===== config.mk =====
export PLATFORM = sky130hd
export DESIGN_NAME = rd_hdr_fmt
export DESIGN_NICKNAME = d
export VERILOG_FILES = /design/src/rtl/rd_hdr_pkg.sv /design/src/rtl/rhf_field_calc.sv /design/src/rtl/rhf_tag_ctr.sv /design/src/rtl/rd_hdr_fmt.sv
export SDC_FILE = /design/constraint.sdc
export NUM_CORES = 1
export LEC_CHECK = 0
export ABC_AREA = 1
export BUFFER_PORTS_ARGS = -buffer_cell sky130_fd_sc_hd__buf_2
export CAP_MARGIN = 0
export CORE_AREA = 2 2 87 89
export DETAILED_ROUTE_END_ITERATION = 10
export DIE_AREA = 0 0 89 91
export GPL_TIMING_DRIVEN = 1
export PLACE_DENSITY = 0.83
export SYNTH_ARGS = -nofsm -noshare
export SYNTH_HDL_FRONTEND = slang
export SYNTH_HIERARCHICAL = 1
export SYNTH_SLANG_ARGS = --single-unit

===== constraint.sdc =====
create_clock -name clk -period 3.7 [get_ports clk]
set_clock_uncertainty 0.15 [all_clocks]
set_input_delay 1.11 -clock clk [delete_from_list [all_inputs] [get_ports clk]]
set_output_delay 1.11 -clock clk [all_outputs]
set_load 0.03 [all_outputs]

===== src/rtl/rd_hdr_pkg.sv =====
package rd_hdr_pkg;
    localparam int RHF_ADDR_W = 32;
    localparam int RHF_MAX_BYTES = 64;
    localparam int RHF_CNT_W = $clog2(RHF_MAX_BYTES + 1);
    localparam int RHF_DWC_W = $clog2(RHF_MAX_BYTES / 4 + 2);
    localparam int RHF_TAG_W = 5;
    localparam int RHF_PAGE_W = 12;

    typedef struct packed {
        logic                    vld;
        logic [RHF_ADDR_W-3:0]   dw_addr;
        logic [RHF_DWC_W-1:0]    dw_cnt;
        logic [3:0]              fbe;
        logic [3:0]              lbe;
        logic                    widened;
        logic                    err;
    } rhf_stage_t;
endpackage


===== src/rtl/rhf_field_calc.sv =====
module rhf_field_calc #(
    parameter int ADDR_W = 32,
    parameter int CNT_W  = 7,
    parameter int DWC_W  = 5,
    parameter int PAGE_W = 12
) (
    input  logic [ADDR_W-1:0] addr_i,
    input  logic [CNT_W-1:0]  cnt_i,
    input  logic              widen_i,
    output logic [ADDR_W-3:0] dw_addr_o,
    output logic [DWC_W-1:0]  dw_cnt_o,
    output logic [3:0]        fbe_o,
    output logic [3:0]        lbe_o,
    output logic              cross_o
);
    localparam int SPAN_W = CNT_W + 2;
    localparam int PGX_W  = PAGE_W + 1;
    localparam logic [PGX_W-1:0] PAGE_SIZE = PGX_W'(1) << PAGE_W;

    logic [1:0]        off;
    logic [1:0]        end_lane;
    logic [SPAN_W-1:0] span;
    logic [SPAN_W-1:0] span_last;
    logic [SPAN_W-1:0] span_up;
    logic              single_dw;
    logic [3:0]        head_mask;
    logic [3:0]        tail_mask;
    logic [PGX_W-1:0]  page_end;

    always_comb begin
        off       = addr_i[1:0];
        span      = SPAN_W'(off) + SPAN_W'(cnt_i);
        span_last = span - SPAN_W'(1);
        span_up   = span + SPAN_W'(3);
        end_lane  = span_last[1:0];
        single_dw = (span <= SPAN_W'(4));
        head_mask = 4'hF << off;
        tail_mask = 4'hF >> (2'd3 - end_lane);

        dw_addr_o = addr_i[ADDR_W-1:2];
        dw_cnt_o  = DWC_W'(span_up >> 2);

        if (widen_i) begin
            fbe_o = 4'hF;
            lbe_o = single_dw ? 4'h0 : 4'hF;
        end else begin
            fbe_o = single_dw ? (head_mask & tail_mask) : head_mask;
            lbe_o = single_dw ? 4'h0 : tail_mask;
        end

        page_end = PGX_W'(addr_i[PAGE_W-1:0]) + PGX_W'(cnt_i);
        cross_o  = (page_end > PAGE_SIZE);
    end
endmodule


===== src/rtl/rhf_tag_ctr.sv =====
module rhf_tag_ctr #(
    parameter int TAG_W = 5
) (
    input  logic             clk,
    input  logic             rst_n,
    input  logic             adv_i,
    output logic [TAG_W-1:0] tag_o
);
    logic [TAG_W-1:0] tag_d, tag_q;

    always_comb begin
        tag_d = tag_q;
        if (adv_i) tag_d = tag_q + TAG_W'(1);
    end

    always_ff @(posedge clk) begin
        if (!rst_n) tag_q <= '0;
        else        tag_q <= tag_d;
    end

    assign tag_o = tag_q;

    // one step per downstream handshake, wrapping naturally
    a_r7_tag_step: assert property (@(posedge clk) disable iff (!rst_n)
        adv_i |=> tag_o == TAG_W'($past(tag_o) + TAG_W'(1)));
    a_r7_tag_idle: assert property (@(posedge clk) disable iff (!rst_n)
        !adv_i |=> $stable(tag_o));
endmodule


===== src/rtl/rd_hdr_fmt.sv =====
module rd_hdr_fmt
    import rd_hdr_pkg::*;
(
    input  logic                  clk,
    input  logic                  rst_n,
    input  logic                  widen_i,
    input  logic                  req_valid_i,
    output logic                  req_ready_o,
    input  logic [RHF_ADDR_W-1:0] req_addr_i,
    input  logic [RHF_CNT_W-1:0]  req_bytes_i,
    output logic                  hdr_valid_o,
    input  logic                  hdr_ready_i,
    output logic [RHF_ADDR_W-3:0] hdr_dw_addr_o,
    output logic [RHF_DWC_W-1:0]  hdr_dw_cnt_o,
    output logic [3:0]            hdr_fbe_o,
    output logic [3:0]            hdr_lbe_o,
    output logic [RHF_TAG_W-1:0]  hdr_tag_o,
    output logic                  err_page_o
);
    rhf_stage_t st_d, st_q;

    logic [RHF_ADDR_W-3:0] c_dw_addr;
    logic [RHF_DWC_W-1:0]  c_dw_cnt;
    logic [3:0]            c_fbe;
    logic [3:0]            c_lbe;
    logic                  c_cross;
    logic                  in_fire;
    logic                  out_fire;

    rhf_field_calc #(
        .ADDR_W (RHF_ADDR_W),
        .CNT_W  (RHF_CNT_W),
        .DWC_W  (RHF_DWC_W),
        .PAGE_W (RHF_PAGE_W)
    ) u_calc (
        .addr_i    (req_addr_i),
        .cnt_i     (req_bytes_i),
        .widen_i   (widen_i),
        .dw_addr_o (c_dw_addr),
        .dw_cnt_o  (c_dw_cnt),
        .fbe_o     (c_fbe),
        .lbe_o     (c_lbe),
        .cross_o   (c_cross)
    );

    rhf_tag_ctr #(.TAG_W(RHF_TAG_W)) u_tag (
        .clk   (clk),
        .rst_n (rst_n),
        .adv_i (out_fire),
        .tag_o (hdr_tag_o)
    );

    assign out_fire    = st_q.vld & hdr_ready_i;
    assign req_ready_o = ~st_q.vld | hdr_ready_i;
    assign in_fire     = req_valid_i & req_ready_o;

    always_comb begin
        st_d     = st_q;
        st_d.err = 1'b0;
        if (out_fire) st_d.vld = 1'b0;
        if (in_fire) begin
            if (c_cross) begin
                st_d.err = 1'b1;
            end else begin
                st_d.vld     = 1'b1;
                st_d.dw_addr = c_dw_addr;
                st_d.dw_cnt  = c_dw_cnt;
                st_d.fbe     = c_fbe;
                st_d.lbe     = c_lbe;
                st_d.widened = widen_i;
            end
        end
    end

    always_ff @(posedge clk) begin
        if (!rst_n) st_q <= '0;
        else        st_q <= st_d;
    end

    assign hdr_valid_o   = st_q.vld;
    assign hdr_dw_addr_o = st_q.dw_addr;
    assign hdr_dw_cnt_o  = st_q.dw_cnt;
    assign hdr_fbe_o     = st_q.fbe;
    assign hdr_lbe_o     = st_q.lbe;
    assign err_page_o    = st_q.err;

    // stalled header holds
    a_r10_hold: assert property (@(posedge clk) disable iff (!rst_n)
        hdr_valid_o && !hdr_ready_i |=> hdr_valid_o && $stable(hdr_dw_addr_o)
            && $stable(hdr_dw_cnt_o) && $stable(hdr_fbe_o) && $stable(hdr_lbe_o)
            && $stable(hdr_tag_o));
    // error pulse only follows an accepted request
    a_r8_err_src: assert property (@(posedge clk) disable iff (!rst_n)
        err_page_o |-> $past(req_valid_i && req_ready_o));
    // a dropped request never fills an empty stage
    a_r8_no_hdr: assert property (@(posedge clk) disable iff (!rst_n)
        err_page_o && !$past(hdr_valid_o) |-> !hdr_valid_o);
    // a new header appears only after an acceptance
    a_r6_one_hdr: assert property (@(posedge clk) disable iff (!rst_n)
        $rose(hdr_valid_o) |-> $past(req_valid_i && req_ready_o));
    // widened headers carry full first enables
    a_r4_full_fbe: assert property (@(posedge clk) disable iff (!rst_n)
        hdr_valid_o && st_q.widened |-> hdr_fbe_o == 4'hF);
    // single-doubleword headers have an empty last enable
    a_r5_single_lbe: assert property (@(posedge clk) disable iff (!rst_n)
        hdr_valid_o && hdr_dw_cnt_o == RHF_DWC_W'(1) |-> hdr_lbe_o == 4'h0);
    // Length is never zero on a valid header
    a_r1_len_nonzero: assert property (@(posedge clk) disable iff (!rst_n)
        hdr_valid_o |-> hdr_dw_cnt_o != '0);
endmodule


==> Word-level counts from Yosys, hierarchy flattened <==
Index checks and enable logic that the tools add are counted.
{ "op_classes": {"shift": 2, "reduce_logical": 2, "bitwise_logic": 6, "n_addsub": 6, "n_lt_le_gt_ge": 2, "div": 0, "mul": 0, "n_eq_ne": 0, "muxes": 9} }
{ "ops": {"columns": ["operator", "n"], "rows": [
  ["$mux W46", 1],
  ["$mux W45", 1],
  ["$mux W4", 5],
  ["$add A12 B7 Y13", 1],
  ["$gt A13 B13 Y1 const B", 1],
  ["$add A2 B7 Y8", 1],
  ["$le A8 B3 Y1 const B", 1],
  ["$add A7 B2 Y7 const B", 1],
  ["$add A5 B1 Y5 const B", 1],
  ["$and A4 B4 Y4", 1],
  ["$reduce_and A2 Y1", 2],
  ["$shl A4 B2 Y4 const A", 1],
  ["$shr A4 B2 Y4 const A", 1],
  ["$and A1 B1 Y1", 2],
  ["$mux W1", 2],
  ["$not A1 Y1", 2],
  ["$sub A2 B1 Y2 const B", 1],
  ["$sub A2 B2 Y2 const A", 1],
  ["$or A1 B1 Y1", 1]
]} }
{ "word_totals": {"output_inout_bits": 51, "ff_bits": 51, "mem_bits_rw": 0, "input_bits": 44, "wordCells": 35, "mem_count": 0, "mem_bits_ro": 0, "latch_bits": 0} }

==> Depth between registers and ports, before layout <==
Gate-level depths: netlist of run 1.
{ "logic_depth": {"ltp_word": 9, "ltp_mapped": 19, "mapped_depth_nobuf": 18} }

==> By module <==
Netlist of run 1, hierarchy kept.
{ "by_module_without_submodules": {"columns": ["mod", "n_inst", "seq_area_each_um2", "cells_each", "area_each_um2"], "rows": [
  ["rd_hdr_fmt", 1, 900.9, 380, 2366.0],
  ["rhf_field_calc", 1, 0.0, 210, 1193.6],
  ["rhf_tag_ctr", 1, 100.1, 28, 210.2]
]} }

==> Worst setup path after synthesis of run 1 <==
OpenSTA, ideal clock, no wires.
{ "synth_path": {"kind": "input -> register", "startpoint": "in req_addr_i[0]", "endpoint": "reg st_q (netlist bit hdr_dw_addr_o[0])", "stages": 19, "path_buffers": 1, "t_required_ps": 3486, "arrival_time_ps": 3106, "slack_ps": 380, "setup_ps": 64, "path_cell_list": "ha_1 -> inv_1 -> fa_1 -> ha_1 -> nand3_1 -> nor2_1 -> nand3_1 -> nor2_1 -> nand2_1 -> nor2_1 -> nand3_1 -> nand2_1 -> inv_1 -> inv_2 -> nand3_4 -> buf_6 -> nand2_1 -> inv_1 -> nor2_1"} }
{ "synth_via": {"elab_chain_len": 4} }
{ "synth_lines": {"columns": ["element", "line_no", "source"], "rows": [
  ["start: declaration", "rd_hdr_fmt.sv:9", "input logic [RHF_ADDR_W-1:0] req_addr_i,"],
  ["$add A12 B7 Y13", "rhf_field_calc.sv:51", "page_end = PGX_W'(addr_i[PAGE_W-1:0]) + PGX_W'(cnt_i);"],
  ["$gt A13 B13 Y1", "rhf_field_calc.sv:52", "cross_o = (page_end > PAGE_SIZE);"],
  ["via c_cross", "rd_hdr_fmt.sv:26", "logic c_cross;"],
  ["$not A1 Y1 (no line)", null, null],
  ["$reduce_and A2 Y1 (no line)", null, null],
  ["end signal: assignment", "rd_hdr_fmt.sv:77", "else st_q <= st_d;"],
  ["end: declaration", "rd_hdr_fmt.sv:20", "rhf_stage_t st_d, st_q;"]
]} }
The timed path passes the listed nets, and every way through them passes these cells.
A chain may end at the register's enable or synchronous reset.

==> Final worst setup path of run 1 <==
{ "layout_path": {"startpoint": "in req_addr_i[0]", "endpoint": "reg st_q (netlist bit hdr_dw_addr_o[23])"} }
The elaborated chain is that of the path after synthesis.

==> run summary, run 1 <==
Status - completed
Commonest cells post-synth - 167 x inv_1, 155 x nand2_1, 64 x nor2_1
Number of global-route vias before repair - 3,156
Worst R2R Setup Slack - 2.08 ns
Cell-internal power - 864 µW
GRT overflow - 0
Register share of total power - 44.6%
Die width - 89 µm
Startpoint Class - input port
Core region area - 0.00714 mm²
Die Ht - 91 µm
Combinational Power Share - 33.5%
Syn_nets - 673
Pins Over Slew Limit - 0
All-Layer GR Usage - 20.3%
Placed inst area - 0.00407 mm²
Largest net degree at the start of global routing - 51
Vias - 3,533
Hold slack - 0.359 ns
CTS sink count - 50
DRT iter0 DRCs - 169
Rows - 31
P_sw - 488 µW
Final setup vio count - 0
Placer congestion estimate - 0.853
Yosys cell types - 34
Starting Density - 52.8%
CTS tree - built
Hold Violations, Final - 0
FFs w/ async S/R, synth - 0%
Clock power frac - 21.9%
Count leader, synth - inv_1
RSZ-0062 raised after global routing - no
Fill count - 747
Syn Inst Count - 618
Final Cycle Share - 92.0%
Switch share - 36.1%
Postcts setup bufs - 0
CP Capture Type - flip-flop
Cts bufs inserted - 5
Leakage - 0.00265 µW
Root buffer cell - clkbuf_8
Synth warnings - 6
Post-CTS sizing - 0
Post-Syn Area - 0.00377 mm²
Reg2Reg Depth - 7
Layout cells sized above 1 - 20.2%
Min-delay src - hdr_dw_addr_o[7]$_SDFFE_PN0P_
Detailed placement HPWL - 6.06 mm
First-pass GRT wire length - 13.5 mm
Inst Count DP - 765
Top Ports - 95
Main synth FF type - dfxtp_1
Worst min-delay path category - flip-flop to flip-flop
CP endpoint - hdr_dw_addr_o[23]$_SDFFE_PN0P_
Slew @ Worst Pin - 0.875 ns
Seq cells post-synth - 50
Htree depth - 2
Initial antenna violation count - 0
First drt pass iteration count - 4
Reg2reg start - hdr_valid_o$_SDFF_PN0_
Layout Cell Area excl Fill - 0.00415 mm²
Layout area overhead - 10.1%
Non-Filler Instances - 772
Vias per cell - 4.58
Crit path kind - input port to flip-flop
Worst-Skew Late Latency - 0.29 ns
Synth top area cells - dfxtp_1 27%, inv_1 17%, nand2_1 15%
Fin util - 58.1%
Post-synth EDFFs - 0
Max-capacitance violation count - 0
F_max - 294 MHz
Cell taking the most area after synthesis - dfxtp_1
VDD IR max - 0.169 mV
Avg Inst Size Synth - 6.10 µm²
N_diodes - 0
Sequential element share of the synthesized area - 26.6%
Port Buffers - 94
WP data arrival - 3.48 ns
Buffer depth of the longest clock path - 2
Slew margin rel. - 41.7%
Hold buffers post-CTS - 0
Setup TNS - 0 ns
Avg WL per Cell - 10.4 µm
Power density cells - 326 mW/mm²
R2r endpoint - hdr_dw_addr_o[23]$_SDFFE_PN0P_
Fin crit period - 3.41 ns
NumNets Final - 728
Number of routed nets with antenna violations - 0
Synth top area share - 26.6%
DRC Markers - 0
Final WL - 8.01 mm
Crit-path max FO - 23
Critical path origin - req_addr_i[0]
DIE AREA - 0.00810 mm²
Data required, critical path - 3.78 ns
Clk pin slew, worst setup/hold paths - 0.08 ns
[stage by stage]
step / total power, µW / setup WS (ns)
after floorplan: 972 / 0.380
after global placement: 1060 / 0.0965
after detailed placement: 1070 / -0.00621
after CTS: 1360 / 0.293
after global routing: 1450 / 0.0142
final: 1350 / 0.295
[state kept, by name (all words and copies together) (netlist names)]
name           flops
hdr_dw_addr_o     30
hdr_dw_cnt_o       5
err_page_o         1
u_tag/tag_o        5
hdr_lbe_o          4
hdr_valid_o        1
hdr_fbe_o          4
[cell families (layout without fill, tap and decap cells)]
family,count (synthesis),in the layout,synth area share (%)
adder cells (fa/ha/maj),11,11,3.85
flip-flops,50,50,26.6
AO/OA/AOI/OAI,18,18,2.82
buffers and inverters,227,282,27.8
XOR/XNOR,6,6,1.89
AND/OR/NAND/NOR,306,306,37.0
[area by class of cell]
| class | instances | area, µm² | share of cell area, % |
|---|---|---|---|
| multi-input combinational | 341 | 1720 | 41.4 |
| clock buffer | 7 | 76.3 | 1.84 |
| inverter | 174 | 656 | 15.8 |
| timing repair buffer | 101 | 573 | 13.8 |
| tap | 99 | 124 | 2.99 |
| sequential | 50 | 1000 | 24.1 |
[how the worst min path moves through the flow]
stage                                          end  slack [ns]  cells past startpoint
detailed placement  hdr_dw_addr_o[14]$_SDFFE_PN0P_        0.35                      4
global route         hdr_dw_addr_o[6]$_SDFFE_PN0P_        0.40                      4
CTS                  hdr_dw_addr_o[7]$_SDFFE_PN0P_        0.36                      4
finish               hdr_dw_addr_o[7]$_SDFFE_PN0P_        0.36                      4
global placement       u_tag/tag_o[2]$_SDFFE_PN0P_        0.33                      2
floorplan              u_tag/tag_o[2]$_SDFFE_PN0P_        0.46                      2
[layout by cell type (no fill, tap or decap), types with 5 or more instances in the layout]
master,count
nand3_1,18
ha_1,10
a21oi_1,10
buf_2,94
nand2_1,155
inv_1,167
nor2_1,64
inv_2,5
nand3_2,5
clkbuf_8,5
nand4_1,48
dfxtp_1,50
[worst max-delay path: stages]
cell and delay [ns]:
buf_2 0.10, ha_1 0.17, inv_1 0.06, fa_1 0.54, ha_1 0.20, nand3_1 0.08, nor2_1 0.09, nand3_1 0.08
nor2_1 0.09, nand2_1 0.06, nor2_1 0.09, nand3_1 0.07, nand2_1 0.06, inv_1 0.04, inv_2 0.13, nand3_4 0.12
buf_12 0.20, nand2_1 0.06, inv_1 0.03, nor2_1 0.10
[power groups by stage]
| stage | logic [µW] | registers, µW | clock network [µW] |
|---|---|---|---|
| finish | 453 | 604 | 296 |
| global placement | 441 | 616 | 0 |
| floorplan | 275 | 698 | 0 |
| global route | 510 | 608 | 327 |
| CTS | 455 | 604 | 306 |
| detailed placement | 452 | 616 | 0 |
[layer usage]
| metal | up-vias | wire, µm | GRT usage [%] |
|---|---|---|---|
| li1 | 1900 | - | - |
| met1 | 1513 | 3600 | 26.4 |
| met2 | 103 | 3830 | 34.3 |
| met3 | 17 | 359 | 2.45 |
| met4 | 0 | 208 | 6.72 |
| met5 | - | 0 | 0 |
No activity file was read; power rests on OpenSTA's default activity.
==> run 2, diff against run 1 <==
Settings changed: CORE_AREA 2 2 87 89 to 2 2 86 88, DIE_AREA 0 0 89 91 to 0 0 88 90, PLACE_DENSITY 0.83 to 0.85.
Clock period 3.7 ns to 4.16 ns, I/O delays scaled along.
==> run summary, run 2 (synthesis results as in run 1) <==
NumNets Final - 726
Tot Pwr - 1230 µW
Final setup vio count - 0
Power density cells - 299 mW/mm²
Max-capacitance violation count - 0
Worst min-delay path category - flip-flop to flip-flop
Clk pin slew, worst setup/hold paths - 0.09 ns
Hold-critical path depth - 4
Reg2reg start - hdr_valid_o$_SDFF_PN0_
Leading cell type in the layout, fill and taps excluded - inv_1
Vias per cell - 4.59
Slew margin rel. - 41.4%
Die width - 88 µm
Post-CTS sizing - 0
Placed inst area - 0.00401 mm²
Min-delay src - hdr_dw_addr_o[23]$_SDFFE_PN0P_
VDD IR max - 0.137 mV
Leakage - 0.00262 µW
Vias - 3,539
Largest net degree at the start of global routing - 51
Slew @ Worst Pin - 0.880 ns
Cts bufs inserted - 5
Buffer depth of the longest clock path - 2
Die Ht - 90 µm
RSZ-0062 raised after global routing - no
Max reg flops - 30
Final Cycle Share - 85.6%
CTS sink count - 50
Layout area overhead - 8.73%
Hold slack - 0.357 ns
Layout cells sized above 1 - 20.2%
DIE AREA - 0.00792 mm²
DRT iter0 DRCs - 118
Postcts setup bufs - 0
R2r endpoint - hdr_dw_addr_o[13]$_SDFFE_PN0P_
CP Capture Type - flip-flop
Root buffer cell - clkbuf_8
Startpoint Class - input port
Fin crit period - 3.56 ns
Starting Density - 53.7%
Avg WL per Cell - 10.5 µm
Hold Violations, Final - 0
All-Layer GR Usage - 20.4%
Port Buffers - 94
Number of routed nets with antenna violations - 0
Pins Over Slew Limit - 0
Data required, critical path - 4.21 ns
First-pass GRT wire length - 13.4 mm
Commonest non-fill, non-tap cells in the layout - 167 x inv_1, 155 x nand2_1, 94 x buf_2
Top Ports - 95
Core region area - 0.00702 mm²
Rows - 31
Crit path kind - input port to flip-flop
Number of global-route vias before repair - 3,183
Worst R2R Setup Slack - 2.54 ns
Final WL - 8.06 mm
First drt pass iteration count - 4
Status - completed
CTS tree - built
N_diodes - 0
Htree depth - 2
WP data arrival - 3.61 ns
Setup TNS - 0 ns
Detailed placement HPWL - 5.93 mm
Initial antenna violation count - 0
F_max - 281 MHz
DRC Markers - 0
Reg2Reg Depth - 7
Crit-path max FO - 24
Worst-Skew Late Latency - 0.30 ns
GRT overflow - 0
Worst hold endpoint - hdr_dw_addr_o[23]$_SDFFE_PN0P_
Placer congestion estimate - 0.908
Layout Cell Area excl Fill - 0.00410 mm²
Hold buffers post-CTS - 0
==> run 2: routing by layer <==
layer	global-route usage [%]	vias to the layer above	part of all wire [%]
li1	-	1887	-
met1	24.9	1537	45
met2	36.1	95	48
met3	2.30	20	5.1
met4	7.56	0	2.7
met5	0	-	0
==> run 2: how the worst max path moves through the flow <==
stage                             start                             end  slack [ns]  depth (start not counted)
after global placement    req_addr_i[0]  hdr_dw_addr_o[25]$_SDFFE_PN0P_        0.39                         19
final                     req_addr_i[0]   hdr_dw_addr_o[8]$_SDFFE_PN0P_        0.60                         19
after CTS                 req_addr_i[0]   hdr_dw_addr_o[8]$_SDFFE_PN0P_        0.60                         19
after floorplan           req_addr_i[0]   hdr_dw_addr_o[0]$_SDFFE_PN0P_        0.70                         19
after global routing      req_addr_i[0]  hdr_dw_addr_o[23]$_SDFFE_PN0P_        0.36                         19
after detailed placement  req_addr_i[0]   hdr_dw_addr_o[8]$_SDFFE_PN0P_        0.30                         19
==> run 2: critical path, stage by stage <==
cell,delay [ns]
buf_2,0.10
ha_1,0.16
inv_1,0.05
fa_1,0.53
ha_1,0.18
nand3_1,0.08
nor2_1,0.10
nand3_1,0.08
nor2_1,0.09
nand2_1,0.06
nor2_1,0.10
nand3_1,0.07
nand2_1,0.06
inv_1,0.04
inv_2,0.07
buf_4,0.28
nand4_1,0.14
nand2_1,0.11
nor2_1,0.06
==> run 2: final cells by class <==
class | instances | area (µm²)
clock buffer | 7 | 86.3
clock inverter | 1 | 5.00
fill | 715 | 2920
inverter | 174 | 656
multi-input combinational | 341 | 1720
sequential | 50 | 1000
tap | 99 | 124
timing repair buffer | 99 | 508
==> run 2: power by group <==
group | total [µW] | internal, µW | switching [µW]
sequential | 536 | 516 | 19.8
clock | 293 | 135 | 158
combinational | 397 | 131 | 265
==> run 2: through the flow <==
| step | setup slack [ns] | util, % | std cells |
|---|---|---|---|
| 3_3_place_gp | 0.394 | 57.1 | 763 |
| 5_1_grt | 0.358 | 58.4 | 771 |
| 3_5_place_dp | 0.296 | 57.1 | 763 |
| 4_1_cts | 0.603 | 58.4 | 771 |
| 6_report | 0.597 | 58.4 | 771 |
| 2_1_floorplan | 0.702 | - | 618 |
==> run 3, diff against run 2 <==
Settings changed: CELL_PAD_IN_SITES_DETAIL_PLACEMENT set to 1, CELL_PAD_IN_SITES_GLOBAL_PLACEMENT set to 1, CORE_AREA 2 2 86 88 to 2 2 102 104, DIE_AREA 0 0 88 90 to 0 0 104 106, PLACE_DENSITY 0.85 to 0.88.
==> run summary, run 3 (synthesis results as in run 1) <==
Buffer depth of the longest clock path - 2
Starting Density - 37.7%
Grt met2 use - 33.9%
Initial antenna violation count - 0
Rows - 37
Maximum cell stage delay along the critical path - 0.54 ns
Core region area - 0.0100 mm²
Slew @ Worst Pin - 0.908 ns
Hold slack - 0.366 ns
Cts bufs inserted - 5
DIE AREA - 0.0110 mm²
DRC Markers - 0
Hold buffers post-CTS - 0
Die width - 104 µm
Placed inst area - 0.00406 mm²
Number of global-route vias before repair - 3,652
Die Ht - 106 µm
WP data arrival - 3.69 ns
Largest net degree at the start of global routing - 51
Layout Cell Area excl Fill - 0.00420 mm²
F_max - 275 MHz
Root buffer cell - clkbuf_8
RSZ-0062 raised after global routing - no
CTS tree - built
Max reg flops - 30
Worst path cell trace - buf_2 -> ha_1 -> inv_1 -> fa_1 -> ha_1 -> nand3_1 -> nor2_1 -> nand3_1 -> nor2_1 -> nand2_1 -> nor2_1 -> nand3_1 -> nand2_1 -> inv_1 -> inv_2 -> buf_4 -> nand4_1 -> nand2_1 -> nor2_1
Hold Violations, Final - 0
Reg2Reg Depth - 7
Leading cell type in the layout, fill and taps excluded - inv_1
Worst-Skew Late Latency - 0.30 ns
Vias - 3,676
Pins Over Slew Limit - 0
DRT iter0 DRCs - 150
Post-CTS sizing - 0
CP Capture Type - flip-flop
Clk pin slew, worst setup/hold paths - 0.10 ns
Data required, critical path - 4.22 ns
N_diodes - 0
Layout area overhead - 11.5%
Layout cells sized above 1 - 20.5%
Max-capacitance violation count - 0
First-pass GRT wire length - 16.8 mm
Fill count - 1,431
Top Ports - 95
Vias per cell - 4.54
Crit path kind - input port to flip-flop
GRT Max-Usage Layer - met2
Status - completed
Final WL - 9.95 mm
Port Buffers - 94
Startpoint Class - input port
Power density cells - 327 mW/mm²
Placer congestion estimate - 0.841
Setup TNS - 0 ns
Final setup vio count - 0
Htree depth - 2
Number of routed nets with antenna violations - 0
Hold-critical path depth - 4
Postcts setup bufs - 0
CTS sink count - 50
GRT met1 Usage - 22.6%
NumNets Final - 727
Leakage - 0.00265 µW
VDD IR max - 0.173 mV
GRT overflow - 0
Crit-path max FO - 18
Final Cycle Share - 87.4%
Crit path top cell by count - nor2_1
All-Layer GR Usage - 18.3%
M3 GR Usage - 2.51%
Avg WL per Cell - 12.3 µm
Worst min-delay path category - flip-flop to flip-flop
Critical path's slowest cell - fa_1
Slew margin rel. - 39.5%
First drt pass iteration count - 4
Fin crit period - 3.64 ns
Commonest non-fill, non-tap cells in the layout - 167 x inv_1, 155 x nand2_1, 94 x buf_2
Detailed placement HPWL - 7.83 mm
-- run 3: changes by cell type in the layout (fill, tap and decap cells not counted), sizes merged --
cell	before	now
bufinv	0	2
clkbuf	7	6
clkinv	2	1
buf	99	100
-- run 3: routing by layer --
layer / routed length (µm) / share of wire (%)
met1: 4540 / 46
met3: 359 / 3.6
met2: 4970 / 50
met4: 82 / 0.82
met5: 0 / 0
-- run 3: per-stage QoR --
stage          setup slack [ns]  power, µW  instances  utilization (%)
6_report                  0.523       1370        809             42.0
5_1_grt                   0.280       1470        809             42.0
4_1_cts                   0.486       1390        809             42.0
3_5_place_dp              0.147        963        801             40.6
3_3_place_gp              0.213        942        801             40.6
2_1_floorplan             0.702        865        618                -
-- run 3: cell type report --
| class | count | area (µm²) | share of cell area [%] |
|---|---|---|---|
| Clock buffer | 6 | 82.6 | 1.96 |
| Clock inverter | 2 | 60.1 | 1.43 |
| Inverter | 174 | 656 | 15.6 |
| Multi-Input combinational cell | 341 | 1720 | 40.9 |
| Sequential cell | 50 | 1000 | 23.8 |
| Tap cell | 136 | 170 | 4.05 |
| Timing Repair Buffer | 100 | 515 | 12.3 |
-- run 3: power breakdown --
| part | internal [µW] | switching [µW] | total (µW) |
|---|---|---|---|
| registers | 516 | 20.3 | 537 |
| clock network | 257 | 170 | 427 |
| logic | 132 | 279 | 411 |
-- run 3: critical path, delay by kind of cell --
kind          cells  cell delay (ns)
simple gates     11             0.91
fa+ha+maj         3             0.88
buf+inv           5             0.64
-- run 3: path summary, 6_finish.rpt --
check / from / to / slack [ns]
worst min-delay path: hdr_dw_addr_o[13]$_SDFFE_PN0P_ / hdr_dw_addr_o[13]$_SDFFE_PN0P_ / 0.37
worst min register to register: hdr_dw_addr_o[13]$_SDFFE_PN0P_ / hdr_dw_addr_o[13]$_SDFFE_PN0P_ / 0.37
worst max register to register: hdr_valid_o$_SDFF_PN0_ / hdr_dw_addr_o[29]$_SDFFE_PN0P_ / 2.50
worst max-delay path: req_addr_i[0] / hdr_dw_addr_o[11]$_SDFFE_PN0P_ / 0.52
